### src/rtl/ngd_pkg.sv
package ngd_pkg;

    typedef enum logic [1:0] {
        STK_HOLD = 2'd0,
        STK_PUSH = 2'd1,
        STK_POP  = 2'd2,
        STK_SWAP = 2'd3
    } stk_op_e;

endpackage

### src/rtl/ngd_arb.sv
module ngd_arb #(
    parameter int unsigned NUM_LINES = 8,
    parameter int unsigned PRIO_W    = 4,
    localparam int unsigned IDX_W    = $clog2(NUM_LINES)
) (
    input  logic [NUM_LINES-1:0]        req_i,
    input  logic [NUM_LINES*PRIO_W-1:0] prio_i,
    output logic                        hit_o,
    output logic [IDX_W-1:0]            idx_o,
    output logic [PRIO_W-1:0]           prio_o
);

    logic [PRIO_W-1:0] line_prio [NUM_LINES];

    for (genvar g = 0; g < NUM_LINES; g++) begin : g_unpack
        assign line_prio[g] = prio_i[g*PRIO_W +: PRIO_W];
    end

    // Strictly-greater scan: lowest index keeps a tie, priority 0 never wins
    always_comb begin
        hit_o  = 1'b0;
        idx_o  = '0;
        prio_o = '0;
        for (int i = 0; i < NUM_LINES; i++) begin
            if (req_i[i] && (line_prio[i] > prio_o)) begin
                hit_o  = 1'b1;
                idx_o  = IDX_W'(i);
                prio_o = line_prio[i];
            end
        end
    end

endmodule

### src/rtl/ngd_lifo.sv
module ngd_lifo #(
    parameter int unsigned WIDTH = 4,
    parameter int unsigned DEPTH = 8,
    localparam int unsigned CNT_W = $clog2(DEPTH + 1)
) (
    input  logic             clk,
    input  logic             rst_n,
    input  logic             push_i,
    input  logic             pop_i,
    input  logic [WIDTH-1:0] data_i,
    output logic [WIDTH-1:0] top_o,
    output logic [WIDTH-1:0] below_o,
    output logic             full_o,
    output logic             empty_o,
    output logic             err_o
);
    import ngd_pkg::*;

    typedef struct packed {
        logic [CNT_W-1:0]            cnt;
        logic [DEPTH-1:0][WIDTH-1:0] mem;
    } lifo_st_t;

    lifo_st_t st_d, st_q;
    logic     pop_ok, push_ok;
    stk_op_e  op;

    assign empty_o = (st_q.cnt == '0);
    assign full_o  = (st_q.cnt == CNT_W'(DEPTH));
    assign top_o   = empty_o ? '0 : st_q.mem[st_q.cnt - 1'b1];
    assign below_o = (st_q.cnt < CNT_W'(2)) ? '0 : st_q.mem[st_q.cnt - CNT_W'(2)];

    always_comb begin
        pop_ok  = pop_i && !empty_o;
        push_ok = push_i && (!full_o || pop_ok);
        err_o   = (pop_i && !pop_ok) || (push_i && !push_ok);
        if (pop_ok && push_ok)  op = STK_SWAP;
        else if (push_ok)       op = STK_PUSH;
        else if (pop_ok)        op = STK_POP;
        else                    op = STK_HOLD;

        st_d = st_q;
        case (op)
            STK_SWAP: st_d.mem[st_q.cnt - 1'b1] = data_i;
            STK_PUSH: begin
                st_d.mem[st_q.cnt] = data_i;
                st_d.cnt           = st_q.cnt + 1'b1;
            end
            STK_POP:  st_d.cnt = st_q.cnt - 1'b1;
            default:  ;
        endcase
    end

    always_ff @(posedge clk or negedge rst_n) begin
        if (!rst_n) st_q <= '0;
        else        st_q <= st_d;
    end


    no_overflow_chk: assert property (@(posedge clk) disable iff (!rst_n)
        st_q.cnt <= CNT_W'(DEPTH));


    empty_pop_ignored_chk: assert property (@(posedge clk) disable iff (!rst_n)
        (pop_i && empty_o && !push_i) |=> empty_o);


    pop_restores_chk: assert property (@(posedge clk) disable iff (!rst_n)
        (pop_i && !empty_o && !push_i) |=> (top_o == $past(below_o)));

endmodule

### src/rtl/ngd_dispatch.sv
module ngd_dispatch #(
    parameter int unsigned NUM_LINES = 8,
    parameter int unsigned PRIO_W    = 4,
    parameter int unsigned DEPTH     = 8,
    localparam int unsigned IDX_W    = $clog2(NUM_LINES)
) (
    input  logic                        clk,
    input  logic                        rst_n,
    input  logic [NUM_LINES-1:0]        pend_i,
    input  logic [NUM_LINES-1:0]        enable_i,
    input  logic [NUM_LINES*PRIO_W-1:0] prio_i,
    input  logic                        ret_i,
    input  logic                        lock_i,
    input  logic                        unlock_i,
    input  logic [PRIO_W-1:0]           lock_ceil_i,
    output logic [IDX_W-1:0]            vec_o,
    output logic                        dispatch_o,
    output logic [PRIO_W-1:0]           run_prio_o,
    output logic [PRIO_W-1:0]           ceiling_o,
    output logic                        err_o
);

    typedef struct packed {
        logic [NUM_LINES-1:0] pend;
        logic                 disp;
        logic [IDX_W-1:0]     vec;
        logic                 err;
    } disp_st_t;

    disp_st_t st_d, st_q;

    logic [NUM_LINES-1:0] pend_all, req;
    logic                 hit;
    logic [IDX_W-1:0]     win_idx;
    logic [PRIO_W-1:0]    win_prio;

    logic [PRIO_W-1:0] run_top, run_below, ceil_top, ceil_below;
    logic              run_full, run_empty, run_err;
    logic              ceil_full, ceil_empty, ceil_err;

    logic              ret_ok, lock_req, unlock_req, lock_ok, unlock_ok, go;
    logic [PRIO_W-1:0] run_eff, ceil_eff;

    assign pend_all = st_q.pend | pend_i;
    assign req      = pend_all & enable_i;

    ngd_arb #(.NUM_LINES(NUM_LINES), .PRIO_W(PRIO_W)) u_arb (
        .req_i  (req),
        .prio_i (prio_i),
        .hit_o  (hit),
        .idx_o  (win_idx),
        .prio_o (win_prio)
    );

    ngd_lifo #(.WIDTH(PRIO_W), .DEPTH(DEPTH)) u_run_stk (
        .clk     (clk),
        .rst_n   (rst_n),
        .push_i  (go),
        .pop_i   (ret_i),
        .data_i  (win_prio),
        .top_o   (run_top),
        .below_o (run_below),
        .full_o  (run_full),
        .empty_o (run_empty),
        .err_o   (run_err)
    );

    ngd_lifo #(.WIDTH(PRIO_W), .DEPTH(DEPTH)) u_ceil_stk (
        .clk     (clk),
        .rst_n   (rst_n),
        .push_i  (lock_req),
        .pop_i   (unlock_req),
        .data_i  (lock_ceil_i),
        .top_o   (ceil_top),
        .below_o (ceil_below),
        .full_o  (ceil_full),
        .empty_o (ceil_empty),
        .err_o   (ceil_err)
    );

    always_comb begin
        ret_ok     = ret_i && !run_empty;
        run_eff    = ret_ok ? run_below : run_top;
        lock_req   = lock_i && !unlock_i;
        unlock_req = unlock_i && !lock_i;
        lock_ok    = lock_req && !ceil_full;
        unlock_ok  = unlock_req && !ceil_empty;
        if (lock_ok)        ceil_eff = lock_ceil_i;
        else if (unlock_ok) ceil_eff = ceil_below;
        else                ceil_eff = ceil_top;

        go = hit && (win_prio > run_eff) && (win_prio > ceil_eff)
                 && (!run_full || ret_ok);

        st_d      = st_q;
        st_d.pend = pend_all;
        st_d.disp = go;
        st_d.err  = run_err || ceil_err || (lock_i && unlock_i);
        if (go) begin
            st_d.vec           = win_idx;
            st_d.pend[win_idx] = 1'b0;
        end
    end

    always_ff @(posedge clk or negedge rst_n) begin
        if (!rst_n) st_q <= '0;
        else        st_q <= st_d;
    end

    assign vec_o      = st_q.vec;
    assign dispatch_o = st_q.disp;
    assign err_o      = st_q.err;
    assign run_prio_o = run_top;
    assign ceiling_o  = ceil_top;


    above_ceiling_chk: assert property (@(posedge clk) disable iff (!rst_n)
        dispatch_o |-> (run_prio_o > ceiling_o));


    pend_cleared_chk: assert property (@(posedge clk) disable iff (!rst_n)
        dispatch_o |-> !st_q.pend[vec_o]);


    run_prio_match_chk: assert property (@(posedge clk) disable iff (!rst_n)
        dispatch_o |-> (run_prio_o == prio_i[vec_o*PRIO_W +: PRIO_W]));


    no_zero_prio_chk: assert property (@(posedge clk) disable iff (!rst_n)
        dispatch_o |-> (run_prio_o != '0));


    clash_ignored_chk: assert property (@(posedge clk) disable iff (!rst_n)
        (lock_i && unlock_i) |=> (ceiling_o == $past(ceiling_o)));

endmodule

### config.mk
export PLATFORM = sky130hd
export DESIGN_NAME = ngd_dispatch
export DESIGN_NICKNAME = d
export VERILOG_FILES = /design/src/rtl/ngd_pkg.sv /design/src/rtl/ngd_arb.sv /design/src/rtl/ngd_lifo.sv /design/src/rtl/ngd_dispatch.sv
export SDC_FILE = /design/constraint.sdc
export NUM_CORES = 1
export LEC_CHECK = 0
export BUFFER_PORTS_ARGS = -buffer_cell sky130_fd_sc_hd__buf_2
export CAP_MARGIN = 20
export CORE_MARGIN = 2
export CORE_UTILIZATION = 45
export DETAILED_ROUTE_END_ITERATION = 8
export GPL_TIMING_DRIVEN = 1
export PLACE_DENSITY = 0.75
export SYNTH_ARGS = -nofsm -noshare
export SYNTH_HDL_FRONTEND = slang
export SYNTH_SLANG_ARGS = --single-unit
### constraint.sdc
create_clock -name clk -period 13.12 [get_ports clk]
set_input_delay 0 -clock clk [delete_from_list [all_inputs] [get_ports clk]]
set_output_delay 0 -clock clk [all_outputs]
set_load 0.01 [all_outputs]
==> results of run 1 <==
## state kept, by name (all words and copies together) (netlist names)
signal,count
u_ceil_stk.st_q,36
u_run_stk.st_q,36
st_q,8
vec_o,3
dispatch_o,1
err_o,1
## logic make-up after synthesis
logic type	share of synthesized area
compound gates	0.181
simple gates	0.143
flops	0.312
mux	0.211
fa+ha+maj	0.0970
buf+inv	0.0421
xor+xnor	0.0129
## report_power, final
group / internal (mW) / switching, mW / total [mW]
sequential: 0.373 / 0.106 / 0.479
combinational: 0.775 / 0.872 / 1.65
clock: 0.150 / 0.116 / 0.267
total: 1.30 / 1.09 / 2.39
## layer usage
metal	track usage	up-vias	wire, um
met4	0.0924	0	880
met5	0	-	0
met3	0.0377	80	1260
met2	0.394	308	10200
met1	0.289	3114	8130
li1	-	2868	-
## final timing paths
kind | from | end | depth (start not counted)
setup reg to reg | st_q[5]$_DFF_PN0_ | u_run_stk.st_q[19]$_DFFE_PN0P_ | 68
max in group asynchronous | rst_n | u_ceil_stk.st_q[7]$_DFFE_PN0P_ | 3
hold reg to reg | u_ceil_stk.st_q[5]$_DFFE_PN0P_ | u_ceil_stk.st_q[5]$_DFFE_PN0P_ | 1
min in group asynchronous | rst_n | u_run_stk.st_q[11]$_DFFE_PN0P_ | 2
setup / recovery | st_q[5]$_DFF_PN0_ | u_run_stk.st_q[19]$_DFFE_PN0P_ | 68
hold / removal | lock_ceil_i[1] | u_ceil_stk.st_q[17]$_DFFE_PN0P_ | 2
## final cells by class
type	instances	area (sq um)
fillers	1136	5650
multi-input cells	550	5230
well taps	184	230
clock buffers	9	225
flip-flops and latches	85	2130
inverters	38	145
repair buffers	142	956
clock inverters	7	80.1
## cells in the mapped netlist, types with 4 or more instances
| cell | n |
|---|---|
| and3_1 | 6 |
| mux2i_1 | 19 |
| xor2_1 | 4 |
| o211ai_1 | 4 |
| o21a_1 | 16 |
| a21o_1 | 7 |
| nor2_1 | 64 |
| and2_1 | 7 |
| nor2b_1 | 13 |
| buf_4 | 4 |
| a21oi_1 | 54 |
| ha_1 | 52 |
| inv_1 | 35 |
| nor3_1 | 10 |
| mux4_2 | 30 |
| nand3_1 | 18 |
| nand2_1 | 51 |
| dfrtp_1 | 85 |
| o21ai_0 | 29 |
| or2_2 | 7 |
| o31ai_1 | 4 |
| o22ai_1 | 7 |
| buf_1 | 12 |
| a211oi_1 | 26 |
| clkbuf_1 | 12 |
| a31oi_1 | 7 |
| nand2b_1 | 6 |
| nand4_1 | 9 |
| mux2_2 | 46 |
| xnor2_1 | 6 |
## metrics by stage
step | util | hold WS (ns)
floorplan | - | -0.296
global placement | 0.512 | -0.00375
detailed placement | 0.512 | 0.00286
CTS | 0.552 | 0.00442
global route | 0.614 | 0.0111
finish | 0.614 | 0.0202
## worst max-delay path: cells and delay by family (launching register included)
| family | cells | cell delay, ns |
|---|---|---|
| buf+inv | 4 | 0.46 |
| compound gates | 27 | 4.91 |
| simple gates | 22 | 3.34 |
| mux | 5 | 1.46 |
| flops | 1 | 0.39 |
| fa+ha+maj | 10 | 2.32 |
## what timing repair did
action | in CTS | in global routing
hold buffers | 9 | 0
setup endpoints to repair | 32 | 41
pin swaps | 9 | 53
setup buffers | 12 | 32
endpoints found under the hold margin | 44 | 0
resized for setup | 22 | 146
==> impl_metrics.py, run 1 <==
metrics = {
    "placement": {
        "portBuffers": 69,
        "dp_cells": 946,
        "dp_slack_ns": -0.502,
        "place_area_sq_mm": 0.00750,
        "routabilityCongestion": 0.927,
        "dp_hpwl_um": 13700,
    },
    "global_route": {
        "grt_use_total": 0.229,
        "grt_pass1_vias": 5986,
        "grt_pass1_wl_um": 29700,
        "grt_antenna_before_repair": 0,
        "grt_max_degree": 49,
        "grt_remaining_overflow": 0,
    },
    "yosys": {
        "yosysUniqueCellTypes": 69,
        "synth_ff_type": "dfrtp_1",
        "synth-seq-cells": 85,
        "yosysWarnings": 0,
        "synth_edf_count": 0,
        "syn_inst": 704,
        "synth_top_area_cell": "dfrtp_1",
        "netlist.area_leader.share": 0.312,
        "avgSynthCellArea_sq_um": 9.67,
        "syn_area_sq_mm": 0.00681,
        "synth_nets": 813,
        "synth-seq-area-share": 0.312,
        "netlist_top_cells_area": "dfrtp_1 31%, mux4_2 9.9%, ha_1 9.6%",
        "ys_async_sr_fraction": 1.00,
    },
    "timing": {
        "finalSetupViolCount": 0,
        "max_clock_freq_mhz": 76.7,
        "tns_ns": 0,
        "finalCritPeriodShare": 0.994,
        "fin_skew_ns": 0.00829,
        "worst_pin_slew_ns": 1.43,
        "rsz0062_at_grt": "true",
        "setup_slack_ns": 0.0768,
        "maxSlewHeadroom": 0.0430,
        "maxSlewViolCount": 0,
        "fin_crit_ns": 13.04,
        "hold_viol_final": 0,
    },
    "worst_setup_path": {
        "startpoint_type": "register",
        "cp_max_fo": 8,
        "critical_path_class": "register to register",
        "arrival_ns": 13.27,
        "r2r_slack_ns": 0.08,
        "crit_path_top_delay_cell": "or4_1",
        "end_kind": "register",
        "slowest_delay_ns": 0.47,
        "required_ns": 13.34,
        "cpMostUsedCell": "ha_4",
    },
    "clock_tree": {
        "cts_buffers": 9,
        "clk_pin_slew_ns": 0.07,
        "cts_tree": "built",
        "clk_root_buffer_cell": "clkbuf_16",
        "htreeDepth": 3,
        "insertion_delay_ns": 0.35,
        "clk_path_buf_depth": 2,
        "clock-sinks": 85,
    },
    "run_status": {
        "outcome": "finished clean",
    },
    "floorplanning": {
        "fp.dieArea_sq_mm": 0.0161,
        "die_height_um": 127,
        "floorplan.initialDensity": 0.465,
        "coreArea_sq_mm": 0.0146,
        "die_w_um": 127,
        "boundaryPins": 70,
        "num_rows": 44,
    },
    "cells_and_area": {
        "nNetsFinal": 935,
        "finalInstanceArea_sq_mm": 0.00900,
        "most-common-layout-cells": "85 x dfrtp_1, 68 x buf_2, 55 x buf_4, 49 x nor2_1, 42 x a21oi_1",
        "antennaDiodeCount": 0,
        "area_growth_pct": 32.1,
        "final_common_cell": "dfrtp_1",
        "drive_above_1_share": 0.449,
        "final_cells": 1015,
    },
    "drt": {
        "ant_nets": 0,
        "firstDrtPassIters": 6,
        "wire_per_inst_um": 20.2,
        "drc": 0,
        "drt_wl_total_um": 20500,
        "drt_iter0_markers": 634,
        "vias": 6370,
        "routed_via_density": 6.28,
    },
    "worst_hold_path": {
        "hold_path_class": "primary input to register",
    },
    "power": {
        "peakVddDrop_mv": 0.106,
        "p_leak_nw": 3.91,
        "power.density_mw_per_mm2": 266,
        "power_mw": 2.39,
    },
    "run": {
        "drv_cap": 0,
    },
}
(Power assumes the default switching activity.)
==> run 2: changes to the inputs <==
--- a/config.mk
+++ b/config.mk
@@ -8,10 +8,11 @@
 export BUFFER_PORTS_ARGS = -buffer_cell sky130_fd_sc_hd__buf_2
 export CAP_MARGIN = 20
 export CORE_MARGIN = 2
-export CORE_UTILIZATION = 45
+export CORE_UTILIZATION = 40
 export DETAILED_ROUTE_END_ITERATION = 8
 export GPL_TIMING_DRIVEN = 1
-export PLACE_DENSITY = 0.75
+export PLACE_DENSITY = 0.69
+export RECOVER_POWER = 50
 export SYNTH_ARGS = -nofsm -noshare
 export SYNTH_HDL_FRONTEND = slang
 export SYNTH_SLANG_ARGS = --single-unit
==> run 2 against run 1 <==
Net effect: sequential share of layout area grew 0.39 points; register-to-register slack gained 0.07 ns; die area grew 12%; hold slack lost 0.0050 ns; setup slack gained 0.066 ns; utilization shrank 8.1 points; the flow now finishes with violations (max-capacitance violations, max-slew violations); clock skew grew 0.0049 ns; clock power shrank 3%; flip-flop and latch count is the same; non-clock buffer count shrank 2; critical path type unchanged; critical path depth shrank 5; first-iteration DRC count shrank 45%.
==> impl_metrics.py, run 2 (synthesis results as in run 1) <==
metrics = {
    "run_status": {
        "outcome": "complete, but fails checks",
        "violations": "max-capacitance violations, max-slew violations",
    },
    "placement": {
        "portBuffers": 69,
        "routabilityCongestion": 0.902,
        "dp_cells": 989,
        "dp_slack_ns": -0.465,
        "dp_hpwl_um": 14000,
    },
    "worst_setup_path": {
        "slowest_delay_ns": 0.46,
        "critical_path_class": "register to register",
        "required_ns": 13.36,
        "r2r_cells": 63,
        "crit_path_top_delay_cell": "or4_1",
        "startpoint_type": "register",
        "end_kind": "register",
        "cp_max_fo": 6,
        "arrival_ns": 13.21,
    },
    "power": {
        "p_sw_frac": 0.455,
        "peakVddDrop_mv": 0.131,
        "power_mw": 2.32,
        "p_int_mw": 1.27,
        "clkPwrFrac": 0.111,
        "power.density_mw_per_mm2": 263,
        "p_sw_mw": 1.06,
        "pwr-share-seq": 0.205,
        "p_comb_frac": 0.684,
        "p_leak_nw": 3.82,
    },
    "floorplanning": {
        "boundaryPins": 70,
        "floorplan.initialDensity": 0.411,
        "coreArea_sq_mm": 0.0166,
        "fp.dieArea_sq_mm": 0.0181,
        "die_height_um": 134,
        "num_rows": 47,
        "die_w_um": 134,
    },
    "global_route": {
        "grt_pass1_vias": 5924,
        "grt_max_degree": 59,
        "grt_antenna_before_repair": 0,
        "grt_remaining_overflow": 0,
        "grt_pass1_wl_um": 30200,
        "grt_use_total": 0.210,
    },
    "timing": {
        "fin_skew_ns": 0.0132,
        "finalSetupViolCount": 0,
        "maxSlewViolCount": 88,
        "finalCritPeriodShare": 0.989,
        "setup_slack_ns": 0.142,
        "rsz0062_at_grt": "true",
        "max_clock_freq_mhz": 77.1,
        "maxSlewHeadroom": -1.07,
        "hold_viol_final": 0,
        "fin_crit_ns": 12.98,
        "worst_pin_slew_ns": 3.11,
    },
    "cells_and_area": {
        "largestRegisters": "u_ceil_stk.st_q (36), u_run_stk.st_q (36), st_q (8)",
        "final_cells": 1049,
        "most-common-layout-cells": "85 x dfrtp_1, 63 x buf_2, 53 x nor2_1, 53 x buf_4, 45 x a21oi_1",
        "fillers": 1459,
        "drive_above_1_share": 0.407,
        "antennaDiodeCount": 0,
        "area_growth_pct": 30.0,
        "nNetsFinal": 933,
        "final_common_cell": "dfrtp_1",
    },
    "clock_tree": {
        "clock-sinks": 85,
        "clk_pin_slew_ns": 0.08,
        "cts_tree": "built",
        "htreeDepth": 3,
        "insertion_delay_ns": 0.36,
        "clk_path_buf_depth": 2,
        "clk_root_buffer_cell": "clkbuf_16",
        "cts_buffers": 9,
    },
    "drt": {
        "ant_nets": 0,
        "drc": 0,
        "drt_iter0_markers": 348,
        "wire_per_inst_um": 18.4,
        "drt_wl_total_um": 19300,
        "routed_via_density": 5.83,
        "firstDrtPassIters": 5,
        "vias": 6119,
    },
    "worst_hold_path": {
        "whs_path_depth": 2,
        "hold_path_class": "primary input to register",
    },
    "run": {
        "drv_cap": 2,
    },
}
==> run 2: area by class of cell <==
class | instances | area, sq um | share of cell area
sequential | 85 | 2130 | 0.240
clock inverter | 7 | 71.3 | 0.00806
multi-input combinational | 550 | 5090 | 0.575
clock buffer | 9 | 225 | 0.0254
inverter | 38 | 145 | 0.0164
tap | 220 | 275 | 0.0311
timing repair buffer | 140 | 918 | 0.104
==> run 2: what timing repair did <==
item                                   in CTS  in global routing
setup buffers                               7                 27
hold buffers                               10                  0
endpoints found under the hold margin      37                  0
gates resized for setup                    26                102
setup endpoints to repair                  32                 40
pin swaps                                   7                 54
==> run 2: stage by stage <==
step,hold WS (ns),instance area (sq um),TNS (ns),util
2_1_floorplan,-0.296,6920,0,-
5_1_grt,0.0296,8850,-13.84,0.534
6_report,0.0152,8850,0,0.534
3_5_place_dp,-0.0587,7600,-12.30,0.458
3_3_place_gp,-0.0627,7600,-1.30,0.458
4_1_cts,0.00843,8150,-0.0259,0.492
==> run 2: worst paths after layout <==
| check | slack, ns | end | start |
|---|---|---|---|
| setup / recovery | 0.14 | u_run_stk.st_q[6]$_DFFE_PN0P_ | st_q[5]$_DFF_PN0_ |
| hold / removal | 0.02 | u_ceil_stk.st_q[12]$_DFFE_PN0P_ | lock_ceil_i[0] |
| setup reg to reg | 0.14 | u_run_stk.st_q[6]$_DFFE_PN0P_ | st_q[5]$_DFF_PN0_ |
| hold reg to reg | 0.51 | vec_o[2]$_DFFE_PN0P_ | vec_o[2]$_DFFE_PN0P_ |
| max in group asynchronous | 8.90 | u_ceil_stk.st_q[22]$_DFFE_PN0P_ | rst_n |
| min in group asynchronous | 0.57 | u_run_stk.st_q[11]$_DFFE_PN0P_ | rst_n |
==> run 2: routing by layer <==
layer | vias to the layer above | wire (um) | global-route usage
met2 | 187 | 9560 | 0.349
met4 | 0 | 593 | 0.0871
met3 | 53 | 926 | 0.0424
li1 | 2861 | - | -
met5 | - | 0 | 0
met1 | 3018 | 8230 | 0.269
==> run 2: critical path, delay by kind of cell (launching register included) <==
family / cells / cell delay, ns
flip-flops: 1 / 0.40
adder cells (fa/ha/maj): 9 / 2.16
buffers and inverters: 1 / 0.07
multiplexers: 6 / 1.96
AND/OR/NAND/NOR: 26 / 4.12
AO/OA/AOI/OAI: 21 / 4.11
==> run 2: power by group through the flow <==
stage / clock network, mW / registers (mW) / logic, mW
final: 0.258 / 0.476 / 1.59
after global routing: 0.272 / 0.487 / 1.74
after CTS: 0.262 / 0.471 / 1.38
after detailed placement: 0 / 0.476 / 1.32
after global placement: 0 / 0.470 / 1.30
after floorplan: 0 / 0.434 / 1.01
